===== config.mk =====
export PLATFORM = sky130hd
export DESIGN_NAME = uart_tx_frac
export DESIGN_NICKNAME = d
export VERILOG_FILES = /design/src/rtl/uart_tx_pkg.sv /design/src/rtl/uart_tx_stop_len.sv /design/src/rtl/uart_tx_hold.sv /design/src/rtl/uart_tx_shift.sv /design/src/rtl/uart_tx_frac.sv
export SDC_FILE = /design/constraint.sdc
export NUM_CORES = 1
export LEC_CHECK = 0
export BUFFER_PORTS_ARGS = -buffer_cell sky130_fd_sc_hd__buf_2
export CAP_MARGIN = 30
export CORE_ASPECT_RATIO = 0.75
export CORE_MARGIN = 2
export CORE_UTILIZATION = 55
export CTS_CLUSTER_SIZE = 25
export DETAILED_ROUTE_END_ITERATION = 16
export GPL_TIMING_DRIVEN = 0
export PLACE_DENSITY_LB_ADDON = 0.12
export SETUP_SLACK_MARGIN = 0.1
export SYNTH_ARGS = -nofsm -noshare
export SYNTH_HDL_FRONTEND = slang
export SYNTH_SLANG_ARGS = --single-unit

===== constraint.sdc =====
create_clock -name clk_i -period 3.39 [get_ports clk_i]
set_clock_uncertainty 0.15 [all_clocks]
set_input_delay 0.339 -clock clk_i [delete_from_list [all_inputs] [get_ports clk_i]]
set_output_delay 0.339 -clock clk_i [all_outputs]
set_load 0.03 [all_outputs]

===== src/rtl/uart_tx_pkg.sv =====
package uart_tx_pkg;
  localparam int OVS = 16;              // ticks per bit
  localparam int STOP_SHORT = OVS / 2 + 1;
  localparam int STOP_LONG  = OVS + 1;
  localparam int STOP_EXT   = OVS / 2;

  typedef enum logic [1:0] {
    PAR_ON    = 2'b00,
    PAR_FORCE = 2'b01,
    PAR_NONE  = 2'b10,
    PAR_NONE2 = 2'b11
  } par_mode_e;

  typedef enum logic [2:0] {
    ST_IDLE,
    ST_START,
    ST_DATA,
    ST_PAR,
    ST_STOP
  } tx_state_e;
endpackage


===== src/rtl/uart_tx_stop_len.sv =====
module uart_tx_stop_len
  import uart_tx_pkg::*;
#(
  parameter int CODE_W = 4,
  parameter int TICK_W = 6
) (
  input  logic [CODE_W-1:0] code_i,
  input  logic              short_char_i,
  output logic [TICK_W-1:0] ticks_o
);
  logic long_range;
  assign long_range = code_i[CODE_W-1];

  always_comb begin
    ticks_o = TICK_W'(code_i) + (long_range ? TICK_W'(STOP_LONG) : TICK_W'(STOP_SHORT));
    if (!long_range && short_char_i) ticks_o = ticks_o + TICK_W'(STOP_EXT);
  end
endmodule


===== src/rtl/uart_tx_hold.sv =====
module uart_tx_hold #(
  parameter int DATA_W = 8
) (
  input  logic              clk_i,
  input  logic              rst_ni,
  input  logic              en_cmd_i,
  input  logic              dis_cmd_i,
  input  logic              wr_i,
  input  logic [DATA_W-1:0] wdata_i,
  input  logic              take_i,
  output logic              rdy_o,
  output logic              full_o,
  output logic [DATA_W-1:0] data_o
);
  logic              on_q, full_q;
  logic [DATA_W-1:0] data_q;
  logic              accept;

  assign accept = wr_i && on_q && !full_q;

  always_ff @(posedge clk_i or negedge rst_ni) begin
    if (!rst_ni) begin
      on_q   <= 1'b0;
      full_q <= 1'b0;
      data_q <= '0;
    end else begin
      if (dis_cmd_i)     on_q <= 1'b0;
      else if (en_cmd_i) on_q <= 1'b1;
      if (accept) begin
        full_q <= 1'b1;
        data_q <= wdata_i;
      end else if (take_i) begin
        full_q <= 1'b0;
      end
    end
  end

  assign rdy_o  = on_q && !full_q;
  assign full_o = full_q;
  assign data_o = data_q;

  AST_OFF_WRITE_DROPPED: assert property (@(posedge clk_i) disable iff (!rst_ni)
    (!on_q && !full_q) |=> !full_q);
  AST_TAKE_NEEDS_FULL: assert property (@(posedge clk_i) disable iff (!rst_ni)
    take_i |-> full_q);
endmodule


===== src/rtl/uart_tx_shift.sv =====
module uart_tx_shift
  import uart_tx_pkg::*;
#(
  parameter int DATA_W = 8,
  parameter int TICK_W = 6
) (
  input  logic              clk_i,
  input  logic              rst_ni,
  input  logic              tick_i,
  input  logic              full_i,
  input  logic [DATA_W-1:0] data_i,
  input  logic              cts_ok_i,
  input  logic [1:0]        char_len_i,
  input  logic [1:0]        par_mode_i,
  input  logic              par_odd_i,
  input  logic [TICK_W-1:0] stop_ticks_i,
  output logic              take_o,
  output logic              busy_o,
  output logic              txd_o
);
  localparam int IDX_W = $clog2(DATA_W);

  tx_state_e         state_q;
  logic [TICK_W-1:0] cnt_q, stop_q;
  logic [IDX_W-1:0]  idx_q, last_q;
  logic [DATA_W-1:0] sh_q;
  logic              par_en_q, par_bit_q, txd_q;

  logic [DATA_W-1:0] mask, masked;
  logic              par_en, par_bit, bit_end, frame_end;
  par_mode_e         pm;

  always_comb begin
    pm      = par_mode_e'(par_mode_i);
    mask    = {DATA_W{1'b1}} >> (2'd3 - char_len_i);
    masked  = data_i & mask;
    par_en  = (pm == PAR_ON) || (pm == PAR_FORCE);
    par_bit = (pm == PAR_FORCE) ? par_odd_i : ((^masked) ^ par_odd_i);
  end

  assign bit_end   = cnt_q == TICK_W'(OVS - 1);
  assign frame_end = (state_q == ST_STOP) && (cnt_q == stop_q - TICK_W'(1));
  assign take_o    = tick_i && full_i && cts_ok_i && ((state_q == ST_IDLE) || frame_end);

  always_ff @(posedge clk_i or negedge rst_ni) begin
    if (!rst_ni) begin
      state_q   <= ST_IDLE;
      cnt_q     <= '0;
      stop_q    <= '0;
      idx_q     <= '0;
      last_q    <= '0;
      sh_q      <= '0;
      par_en_q  <= 1'b0;
      par_bit_q <= 1'b0;
      txd_q     <= 1'b1;
    end else if (take_o) begin
      state_q   <= ST_START;
      cnt_q     <= '0;
      stop_q    <= stop_ticks_i;
      last_q    <= IDX_W'(4) + IDX_W'(char_len_i);
      sh_q      <= masked;
      par_en_q  <= par_en;
      par_bit_q <= par_bit;
      txd_q     <= 1'b0;
    end else if (tick_i) begin
      cnt_q <= cnt_q + TICK_W'(1);
      unique case (state_q)
        ST_IDLE: begin
          cnt_q <= '0;
          txd_q <= 1'b1;
        end
        ST_START: if (bit_end) begin
          cnt_q   <= '0;
          idx_q   <= '0;
          state_q <= ST_DATA;
          txd_q   <= sh_q[0];
        end
        ST_DATA: if (bit_end) begin
          cnt_q <= '0;
          if (idx_q == last_q) begin
            state_q <= par_en_q ? ST_PAR : ST_STOP;
            txd_q   <= par_en_q ? par_bit_q : 1'b1;
          end else begin
            idx_q <= idx_q + IDX_W'(1);
            sh_q  <= sh_q >> 1;
            txd_q <= sh_q[1];
          end
        end
        ST_PAR: if (bit_end) begin
          cnt_q   <= '0;
          state_q <= ST_STOP;
          txd_q   <= 1'b1;
        end
        ST_STOP: if (frame_end) begin
          cnt_q   <= '0;
          state_q <= ST_IDLE;
        end
        default: state_q <= ST_IDLE;
      endcase
    end
  end

  assign busy_o = state_q != ST_IDLE;
  assign txd_o  = txd_q;

  AST_IDLE_LINE_HIGH: assert property (@(posedge clk_i) disable iff (!rst_ni)
    (state_q == ST_IDLE) |-> txd_q);
  AST_STOP_LINE_HIGH: assert property (@(posedge clk_i) disable iff (!rst_ni)
    (state_q == ST_STOP) |-> txd_q);
  AST_STOP_CNT_BOUND: assert property (@(posedge clk_i) disable iff (!rst_ni)
    (state_q == ST_STOP) |-> (cnt_q < stop_q));
  AST_MOVE_ON_TICK: assert property (@(posedge clk_i) disable iff (!rst_ni)
    !tick_i |=> $stable(state_q));
  AST_CTS_HOLDS_IDLE: assert property (@(posedge clk_i) disable iff (!rst_ni)
    (state_q == ST_IDLE && !cts_ok_i) |=> (state_q == ST_IDLE));
endmodule


===== src/rtl/uart_tx_frac.sv =====
module uart_tx_frac
  import uart_tx_pkg::*;
#(
  parameter int DATA_W = 8,
  parameter int CODE_W = 4
) (
  input  logic              clk_i,
  input  logic              rst_ni,
  input  logic              tick16_i,
  input  logic              wr_en_i,
  input  logic [DATA_W-1:0] wr_data_i,
  input  logic              tx_en_cmd_i,
  input  logic              tx_dis_cmd_i,
  input  logic              cts_en_i,
  input  logic              cts_i,
  input  logic [1:0]        char_len_i,
  input  logic [1:0]        par_mode_i,
  input  logic              par_odd_i,
  input  logic [CODE_W-1:0] stop_code_i,
  output logic              txd_o,
  output logic              tx_rdy_o,
  output logic              tx_empty_o
);
  localparam int TICK_W = $clog2(STOP_LONG + (1 << CODE_W));

  logic              full, take, busy;
  logic [DATA_W-1:0] hold_data;
  logic [TICK_W-1:0] stop_ticks;

  uart_tx_stop_len #(.CODE_W(CODE_W), .TICK_W(TICK_W)) i_stop_len (
    .code_i       (stop_code_i),
    .short_char_i (char_len_i == 2'b00),
    .ticks_o      (stop_ticks)
  );

  uart_tx_hold #(.DATA_W(DATA_W)) i_hold (
    .clk_i     (clk_i),
    .rst_ni    (rst_ni),
    .en_cmd_i  (tx_en_cmd_i),
    .dis_cmd_i (tx_dis_cmd_i),
    .wr_i      (wr_en_i),
    .wdata_i   (wr_data_i),
    .take_i    (take),
    .rdy_o     (tx_rdy_o),
    .full_o    (full),
    .data_o    (hold_data)
  );

  uart_tx_shift #(.DATA_W(DATA_W), .TICK_W(TICK_W)) i_shift (
    .clk_i        (clk_i),
    .rst_ni       (rst_ni),
    .tick_i       (tick16_i),
    .full_i       (full),
    .data_i       (hold_data),
    .cts_ok_i     (!cts_en_i || cts_i),
    .char_len_i   (char_len_i),
    .par_mode_i   (par_mode_i),
    .par_odd_i    (par_odd_i),
    .stop_ticks_i (stop_ticks),
    .take_o       (take),
    .busy_o       (busy),
    .txd_o        (txd_o)
  );

  assign tx_empty_o = !full && !busy;

  AST_EMPTY_LINE_HIGH: assert property (@(posedge clk_i) disable iff (!rst_ni)
    tx_empty_o |-> txd_o);
  AST_RDY_NOT_BUSY_FULL: assert property (@(posedge clk_i) disable iff (!rst_ni)
    tx_rdy_o |-> !full);
endmodule


==> summary.txt, run 1 <==
Run status
  – Status: finished, final reports clean

Floorplan
  – Die W: 80.45 µm
  – Row cnt: 20
  – Die Ht: approximately 61 µm
  – Die area: 0.004935 mm²
  – Starting Density: 0.5839
  – IO Count: 28
  – CORE AREA: just over 0.004 mm²

Finish
  – Antenna cells: 0
  – Nets: 290
  – Fraction of layout cells with a size suffix above 1: 0.2769
  – Syn-to-layout area delta: 12.92%
  – Finished Cell Area: around 0.0027 mm²
  – Finished Layout Cells: around 320

Detailed routing
  – Vias per cell: 5.556
  – ANT nets after route: 0
  – Total iterations of the first detailed-routing run: 4
  – DR WL met3: between 150 and 200 µm
  – Met1 wire length: approximately 2400 µm
  – Via count: approximately 1800
  – Max layer used: met4
  – Initial DRC count: 95
  – Drt wl/cell: 14.43 µm
  – Final wirelength: 4544 µm
  – Post-route DRC violation count: 0
  – Met2 routed WL: between 1500 and 2000 µm

Clocking
  – Clk slew on worst S/H paths: around 80 ps
  – Worst skew pair latency: 300 ps
  – CTS root buf: clkbuf_8
  – Post-cts hold buffer count: 0
  – Clock Tree Buf Depth: 2
  – Resized Gates After CTS: 0
  – CTS sink count: 42
  – CTS tree: yes
  – CTS buffer count: 5
  – Post-CTS setup buffers: 0
  – H-tree Lvls: 2

Place
  – GPL Wtd Cong: 0.8430
  – HPWL Detailed: 3362 µm
  – Area post-placement: ~0.0026 mm²
  – Placed Cells incl. Taps: 307
  – Place WS: approximately 430 ps
  – Port Buffers: 26

Timing
  – Measured slew at the worst slew-check pin: around 900 ps
  – Endpoints failing hold: 0
  – Hold WS: between 15 and 20 ps
  – Final period util: 0.8772
  – Slew Viols, Final: 0
  – FMAX: 0.3363 GHz
  – Max-slew headroom: 0.3973
  – TNS Setup: 0 ps
  – Min cycle time layout: about 3000 ps
  – RSZ-0062 raised after global routing: false
  – Post-route setup slack: between 400 and 500 ps
  – Final setup viols: 0

Yosys
  – Seq/Total Area, Yosys: 0.4364
  – Synth Instances: ~230
  – EDFF count, synth: 0
  – Warnings from Yosys: 0
  – Mean area per synthesized cell: approximately 11 µm²
  – Syn Std Cell Area: between 0.002 and 0.0025 mm²
  – Syn Nets: between 200 and 300
  – Ys flop type: dfrtp_1
  – Synth async-reset ratio: 1.000
  – Unique cell type count in the Yosys netlist: 50
  – Seq cells post-synth: 42

Global route
  – Largest net degree at the start of global routing: 43
  – Antenna violations before repair: 0
  – Global-route wire length before repair: 7479 µm
  – Gr usage total: 0.2046
  – Total congestion overflow: 0
  – Vias in the first global route: between 1500 and 2000

Run
  – Max-Cap Viols: 0

Power and ir drop
  – Comb pwr share: 0.261
  – Clk pwr share: 0.287
  – Sw Ratio: 0.3143
  – Switch Pwr: roughly 440 µW
  – Sequential share of power: 0.452
  – Power density over the cells: just over 500 mW/mm²
  – Lkg Pwr: approximately 0.0013 µW
  – Pint: between 900 and 1000 µW
  – Max VDD drop: around 0.30 mV

Worst setup path
  – Worst EP arrival: 3010 ps
  – CP endpoint kind: register
  – Crit Path Max Fanout: 10
  – Startpoint types: register
  – Crit path required time: between 3000 and 4000 ps
  – Critical path class: reg -> reg

Worst hold path
  – Worst hold path type: in -> async
through the flow:
step | power (µW) | utilization
finish | 1404 | 0.6594
global route | 1490 | 0.6594
CTS | 1405 | 0.6594
detailed placement | 1005 | 0.6321
global placement | 999.3 | 0.6321
floorplan | 915.2 | -
metal layers:
| layer | global-route usage | vias up |
|---|---|---|
| met5 | 0 | - |
| met2 | 0.3000 | 29 |
| met4 | 0.05569 | 0 |
| li1 | - | 879 |
| met1 | 0.3008 | 838 |
| met3 | 0.05718 | 4 |
layout make-up:
| type | instances | area (µm²) |
|---|---|---|
| plain buffers | 6 | 35.03 |
| clock buffers | 5 | 68.82 |
| clock inverters | 3 | 43.79 |
| fillers | 345 | 1406 |
| inverters | 13 | 48.80 |
| multi-input cells | 165 | 1275 |
| flip-flops and latches | 42 | 1052 |
| well taps | 55 | 68.82 |
| repair buffers | 26 | 130.1 |
cells in the mapped netlist, types with 2 or more instances:
library cell   n  share of area
a21o_1         2         0.0062
a21oi_1        7          0.015
a221o_1        2         0.0083
a31oi_1        2         0.0052
and2_1         3         0.0078
clkbuf_1       3         0.0047
dfrtp_1       41           0.43
ha_1           6          0.031
inv_1         12          0.019
mux2_2        27           0.13
mux2i_1        9          0.037
nand2_1       15          0.023
nand2b_1       5          0.013
nand3_1        5          0.010
nand4_1        2         0.0052
nor2_1        13          0.020
nor2b_1        2         0.0052
nor3_1         6          0.012
nor4_1         2         0.0052
o21ai_0       14          0.029
o2bb2ai_1      2         0.0073
or2_2          3         0.0078
xnor2_1        7          0.025
xor2_1        10          0.036
registers in the layout (all words and copies together), names as in the netlist:
name	flops
i_shift.last_q	3
i_hold.full_o	1
i_shift.stop_q	6
i_hold.data_o	8
i_shift.sh_q	8
i_hold.on_q	1
i_shift.txd_o	1
i_shift.state_q	3
i_shift.par_en_q	1
i_shift.cnt_q	6
i_shift.par_bit_q	1
i_shift.idx_q	3
kinds of logic after synthesis:
family,count (synthesis),share of synthesized area
xor gates and xnor gates,18,0.07109
muxes,36,0.1635
and+or+nand+nor,61,0.1323
AOI/OAI and AO/OA,44,0.1308
buffers and inverters,19,0.03476
DFF,42,0.4364
adders and majority gates,6,0.03114
path summary, 6_finish.rpt:
path                                         from                end  slack, ps  cells after the start
worst max-delay path            i_shift.stop_q[0]  i_shift.last_q[1]        420                      9
worst min-delay path                       rst_ni   i_hold.data_o[4]         20                      1
worst max register to register  i_shift.stop_q[0]  i_shift.last_q[1]        420                      9
worst min register to register        i_hold.on_q        i_hold.on_q        350                      2
max in group asynchronous                  rst_ni   i_shift.idx_q[0]       2510                      1
min in group clk_i                   tx_dis_cmd_i        i_hold.on_q         40                      2
power groups by stage:
stage	sequential [µW]	combinational (µW)	clock [µW]
CTS	632	366	407
floorplan	621	294	0
detailed placement	642	363	0
global route	642	410	438
finish	634	366	404
global placement	641	359	0
layout by cell type (no fill, tap or decap), types with 2 or more instances in the layout:
cell        n
mux2_2     27
a21o_1      2
nand2_1    15
dfrtp_1    41
xor2_1     10
clkbuf_1    3
o2bb2ai_1   2
nor2b_1     2
nand2b_1    5
nor4_1      2
nor3_1      6
a21oi_1     7
mux2i_1     9
nand4_1     2
xnor2_1     7
buf_2      27
clkbuf_8    5
nand3_1     5
a221o_1     2
and2_1      3
or2_2       3
ha_1        6
nor2_1     13
a31oi_1     2
o21ai_0    14
inv_1      12
critical path, stage by stage (launching register included):
cell and delay, ps:
dfrtp_1 400, inv_1 90, ha_1 240, nand2b_1 170
o211a_1 140, o31a_1 270, o41ai_4 460, nor3b_4 400
buf_6 210, mux2_2 340
Power figures use the tool's default switching activity.
==> run 2, diff against run 1 <==
--- a/config.mk
+++ b/config.mk
@@ -7,13 +7,14 @@
 export LEC_CHECK = 0
 export BUFFER_PORTS_ARGS = -buffer_cell sky130_fd_sc_hd__buf_2
 export CAP_MARGIN = 30
-export CORE_ASPECT_RATIO = 0.75
+export CORE_ASPECT_RATIO = 1.2
 export CORE_MARGIN = 2
 export CORE_UTILIZATION = 55
 export CTS_CLUSTER_SIZE = 25
 export DETAILED_ROUTE_END_ITERATION = 16
 export GPL_TIMING_DRIVEN = 0
 export PLACE_DENSITY_LB_ADDON = 0.12
+export RECOVER_POWER = 100
 export SETUP_SLACK_MARGIN = 0.1
 export SYNTH_ARGS = -nofsm -noshare
 export SYNTH_HDL_FRONTEND = slang
==> summary.txt, run 2 (same netlist as run 1, synthesis figures left out) <==
Place
  – GPL Wtd Cong: 0.8677
  – HPWL Detailed: approximately 3300 µm
  – Port Buffers: 26

Clocking
  – Resized Gates After CTS: 0
  – CTS buffer count: 5
  – Worst skew pair latency: a little under 300 ps
  – CTS root buf: clkbuf_8
  – CTS sink count: 42
  – H-tree Lvls: 2
  – Clock Tree Buf Depth: 2
  – CTS tree: yes
  – Clk slew on worst S/H paths: 80 ps

Finish
  – Fraction of layout cells with a size suffix above 1: 0.2519
  – Util after Layout: 0.6441
  – Syn-to-layout area delta: 12.97%
  – Antenna cells: 0
  – Nets: 292
  – Commonest non-fill, non-tap cell in the layout: dfrtp_1
  – Commonest non-fill, non-tap cells in the layout: dfrtp_1, mux2_2, buf_2

Worst setup path
  – Crit path buffers/inverters: 2
  – CP cell instances: inv_1, ha_1, nand2b_1, o211a_1, o31a_1, o41ai_4, nor3b_4, clkbuf_2, mux2_2
  – Largest delay share family, worst path: compound AO/OA/AOI/OAI gates
  – Startpoint types: register
  – Crit Path Max Fanout: 10
  – Max incr delay on CP: between 400 and 500 ps
  – Worst EP arrival: approximately 3100 ps
  – Critical path class: reg -> reg
  – CP endpoint kind: register
  – Slowest CP cell: o41ai_4
  – Crit path required time: roughly 3400 ps

Run
  – Max-Cap Viols: 1

Global route
  – Total congestion overflow: 0
  – Gr usage total: 0.1986
  – Antenna violations before repair: 0
  – Largest net degree at the start of global routing: between 40 and 50
  – Global-route wire length before repair: about 7700 µm
  – Vias in the first global route: roughly 1700

Timing
  – FMAX: roughly 0.33 GHz
  – Max-slew headroom: -0.1418
  – Slew Viols, Final: 33
  – Min cycle time layout: 3034 ps
  – Final period util: 0.8949
  – Measured slew at the worst slew-check pin: between 1500 and 2000 ps
  – Endpoints failing hold: 0
  – Final setup viols: 0
  – RSZ-0062 raised after global routing: false
  – TNS Setup: 0 ps

Run status
  – Failing checks: max-capacitance violations, max-slew violations
  – Status: complete, but fails checks

Detailed routing
  – Total iterations of the first detailed-routing run: 4
  – Post-route DRC violation count: 0
  – Via count: roughly 1700
  – ANT nets after route: 0
  – Final wirelength: 4381 µm
  – Vias per cell: roughly 5.4
  – Initial DRC count: between 80 and 90
  – Drt wl/cell: 13.78 µm

Floorplan
  – Starting Density: 0.5701
  – Die W: 64.44 µm
  – Die area: just under 0.005 mm²
  – Die Ht: approximately 77 µm
  – IO Count: 28
  – Row cnt: 26
  – CORE AREA: approximately 0.0042 mm²

Power and ir drop
  – Sequential share of power: 0.451
  – Sw Ratio: 0.2960
  – Lkg Pwr: about 0.0013 µW
  – Max VDD drop: 0.2973 mV
  – Pint: between 900 and 1000 µW
  – Comb pwr share: 0.260
  – Switch Pwr: approximately 410 µW
  – Power density over the cells: 512.9 mW/mm²
  – Clk pwr share: 0.289

Worst hold path
  – Worst hold path type: in -> reg
run 2: changes by cell type in the layout (fill, tap and decap cells not counted), sizes merged:
cell         before  now
dlygate4sd3       0    1
clkinv            2    1
clkbuf            8   16
buf              29   24
inv              13   12
run 2: cell type report:
cell class | count | area [µm²]
multi-input combinational | 165 | 1269
fill | 363 | 1505
timing repair buffer | 28 | 138.9
tap | 56 | 70.07
clock inverter | 1 | 30.03
sequential | 42 | 1052
inverter | 13 | 48.80
clock buffer | 7 | 86.33
buffer | 6 | 28.78
run 2: timing repair:
item                      4_1_cts  5_1_grt
hold buffers                    0        1
hold endpoints to repair        0       10
buffers inserted                0        0
run 2: power by group through the flow:
| stage | Sequential, µW | Combinational [µW] | Clock, µW |
|---|---|---|---|
| finish | 630 | 363 | 404 |
| floorplan | 621 | 294 | 0 |
| CTS | 631 | 367 | 418 |
| global placement | 639 | 360 | 0 |
| global route | 643 | 411 | 437 |
| detailed placement | 640 | 367 | 0 |
run 2: layer usage:
metal	track usage	routed length (µm)	vias to the layer above
met2	0.3344	2192	26
met5	0	0	-
met4	0.06383	63	0
li1	-	-	879
met1	0.2548	2007	819
met3	0.03988	117	6
run 2: path summary, 6_finish.rpt:
path	startpoint	endpoint	slack, ps	cells after the start
worst min register to register	i_shift.txd_o	i_shift.txd_o	340	2
min in group asynchronous	rst_ni	i_hold.data_o[7]	400	2
worst min-delay path	tx_dis_cmd_i	i_hold.on_q	50	2
worst max-delay path	i_shift.stop_q[0]	i_shift.par_bit_q	360	9
max in group asynchronous	rst_ni	i_shift.last_q[2]	690	3
worst max register to register	i_shift.stop_q[0]	i_shift.par_bit_q	360	9
run 2: per-stage QoR:
| step | worst slack [ps] | power [µW] | area, µm² | std cells | hold WS, ps |
|---|---|---|---|---|---|
| 2_1_floorplan | 775.7 | 915.2 | 2411 | 226 | -106.6 |
| 3_3_place_gp | 471.8 | 998.9 | 2611 | 308 | 327.2 |
| 3_5_place_dp | 500.8 | 1007 | 2611 | 308 | 334.2 |
| 4_1_cts | 471.8 | 1416 | 2728 | 316 | 46.82 |
| 5_1_grt | 151.9 | 1492 | 2724 | 318 | 59.76 |
| 6_report | 356.3 | 1397 | 2724 | 318 | 53.42 |
==> run 3, diff against run 2 <==
--- a/config.mk
+++ b/config.mk
@@ -9,7 +9,7 @@
 export CAP_MARGIN = 30
 export CORE_ASPECT_RATIO = 1.2
 export CORE_MARGIN = 2
-export CORE_UTILIZATION = 55
+export CORE_UTILIZATION = 50
 export CTS_CLUSTER_SIZE = 25
 export DETAILED_ROUTE_END_ITERATION = 16
 export GPL_TIMING_DRIVEN = 0
==> summary.txt, run 3 (same netlist as run 1, synthesis figures left out) <==
Timing
  – Max-slew headroom: 0.2048
  – FMAX: about 0.34 GHz
  – Final setup viols: 0
  – Measured slew at the worst slew-check pin: between 1000 and 1500 ps
  – Final period util: 0.8666
  – Slew Viols, Final: 0
  – Post-route setup slack: around 450 ps
  – RSZ-0062 raised after global routing: false
  – TNS Setup: 0 ps
  – Min cycle time layout: 2938 ps
  – Endpoints failing hold: 0

Clocking
  – Worst skew pair latency: 290 ps
  – CTS root buf: clkbuf_8
  – Clk slew on worst S/H paths: 70 ps
  – Post-cts hold buffer count: 1
  – Clock Tree Buf Depth: 2
  – CTS buffer count: 5
  – CTS sink count: 42
  – CTS tree: yes
  – H-tree Lvls: 2
  – Resized Gates After CTS: 0
  – Post-CTS setup buffers: 0

Run status
  – Status: finished, final reports clean

Finish
  – Finished Cell Area: approximately 0.0027 mm²
  – Antenna cells: 0
  – Finished Layout Cells: 320
  – Commonest non-fill, non-tap cells in the layout: dfrtp_1, mux2_2, buf_2
  – Nets: 292
  – Util after Layout: 0.5899
  – Commonest non-fill, non-tap cell in the layout: dfrtp_1
  – Filler instances: ~410
  – Fraction of layout cells with a size suffix above 1: 0.2519
  – Syn-to-layout area delta: 13.23%

Worst setup path
  – Crit Path Max Fanout: 10
  – Crit path required time: about 3400 ps
  – Worst Setup SP: i_shift.stop_q[0]
  – Critical path class: reg -> reg
  – Startpoint types: register
  – Worst EP arrival: a little under 3000 ps
  – Max incr delay on CP: 480 ps
  – CP cell instances: inv_1, ha_1, nand2b_1, o211a_1, o31a_1, o41ai_4, nor3b_4, buf_6, mux2_2
  – CP endpoint kind: register
  – Slowest CP cell: o41ai_4
  – FF-to-FF Start: i_shift.stop_q[0]

Floorplan
  – Die area: approximately 0.0054 mm²
  – Die Ht: 80.07 µm
  – Row cnt: 27
  – IO Count: 28
  – Die W: between 60 and 70 µm
  – CORE AREA: around 0.0046 mm²
  – Starting Density: 0.5210

Power and ir drop
  – Power density over the cells: 517.5 mW/mm²
  – Max VDD drop: about 0.3 mV
  – Lkg Pwr: roughly 0.0013 µW

Global route
  – Largest net degree at the start of global routing: 23
  – Gr usage total: 0.2067
  – Vias in the first global route: approximately 1800
  – Total congestion overflow: 0
  – Antenna violations before repair: 0
  – Global-route wire length before repair: between 8000 and 9000 µm

Detailed routing
  – Post-route DRC violation count: 0
  – Total iterations of the first detailed-routing run: 4
  – Initial DRC count: between 100 and 150
  – Vias per cell: 5.528
  – Via count: about 1800
  – ANT nets after route: 0
  – Final wirelength: roughly 4700 µm
  – Drt wl/cell: between 10 and 15 µm

Place
  – Place WS: ~480 ps
  – Area post-placement: 0.002641 mm²
  – GPL Wtd Cong: between 0.8 and 0.9
  – HPWL Detailed: 3492 µm
  – Placed Cells incl. Taps: approximately 310
  – Port Buffers: 26

Run
  – Max-Cap Viols: 0

Worst hold path
  – Hold_sp: tx_dis_cmd_i
  – Worst hold path type: in -> reg
==> run 3: path summary, 6_finish.rpt <==
| kind | end | slack [ps] | cells past startpoint |
|---|---|---|---|
| max | i_shift.stop_q[2] | 450 | 9 |
| min | i_hold.on_q | 40 | 2 |
| max reg2reg | i_shift.stop_q[2] | 450 | 9 |
| min reg2reg | i_shift.txd_o | 340 | 2 |
| max in group asynchronous | i_shift.sh_q[7] | 790 | 3 |
| min in group asynchronous | i_shift.idx_q[0] | 640 | 2 |
==> run 3: layout make-up <==
| class | count | area (µm²) | share of cell area |
|---|---|---|---|
| buffer | 6 | 32.53 | 0.01192 |
| timing repair buffer | 28 | 138.9 | 0.05087 |
| multi-input combinational | 165 | 1269 | 0.4647 |
| clock inverter | 1 | 30.03 | 0.01100 |
| tap | 58 | 72.57 | 0.02658 |
| clock buffer | 7 | 86.33 | 0.03162 |
| inverter | 13 | 48.80 | 0.01787 |
| sequential | 42 | 1052 | 0.3854 |
==> run 3: worst max-delay path: cells and delay by family, from the launching register on <==
| family | cells | cell delay (ps) |
|---|---|---|
| multiplexers | 1 | 340 |
| buffers and inverters | 2 | 290 |
| flip-flops | 1 | 380 |
| AND/OR/NAND/NOR | 2 | 550 |
| AO/OA/AOI/OAI | 3 | 880 |
| adder cells (fa/ha/maj) | 1 | 230 |
==> run 3: where the power goes <==
group	leakage (µW)	internal (µW)	switching, µW
clock	0.0000585	240	176
sequential	0.000535	561	73.5
combinational	0.000678	182	181
total	0.00127	983	430
==> run 3: routing by layer <==
layer,routed length [µm],up-vias,global-route usage
met3,168,11,0.04202
met2,2203,40,0.3208
met1,2183,836,0.2826
met4,98,0,0.07959
met5,0,-,0
li1,-,882,-
==> run 3: per-stage QoR <==
| step | hold WS [ps] | total power (µW) |
|---|---|---|
| 3_3_place_gp | 323.9 | 999.4 |
| 4_1_cts | 36.06 | 1433 |
| 5_1_grt | 28.49 | 1510 |
| 3_5_place_dp | 208.8 | 1016 |
| 2_1_floorplan | -106.6 | 915.2 |
| 6_report | 44.88 | 1413 |
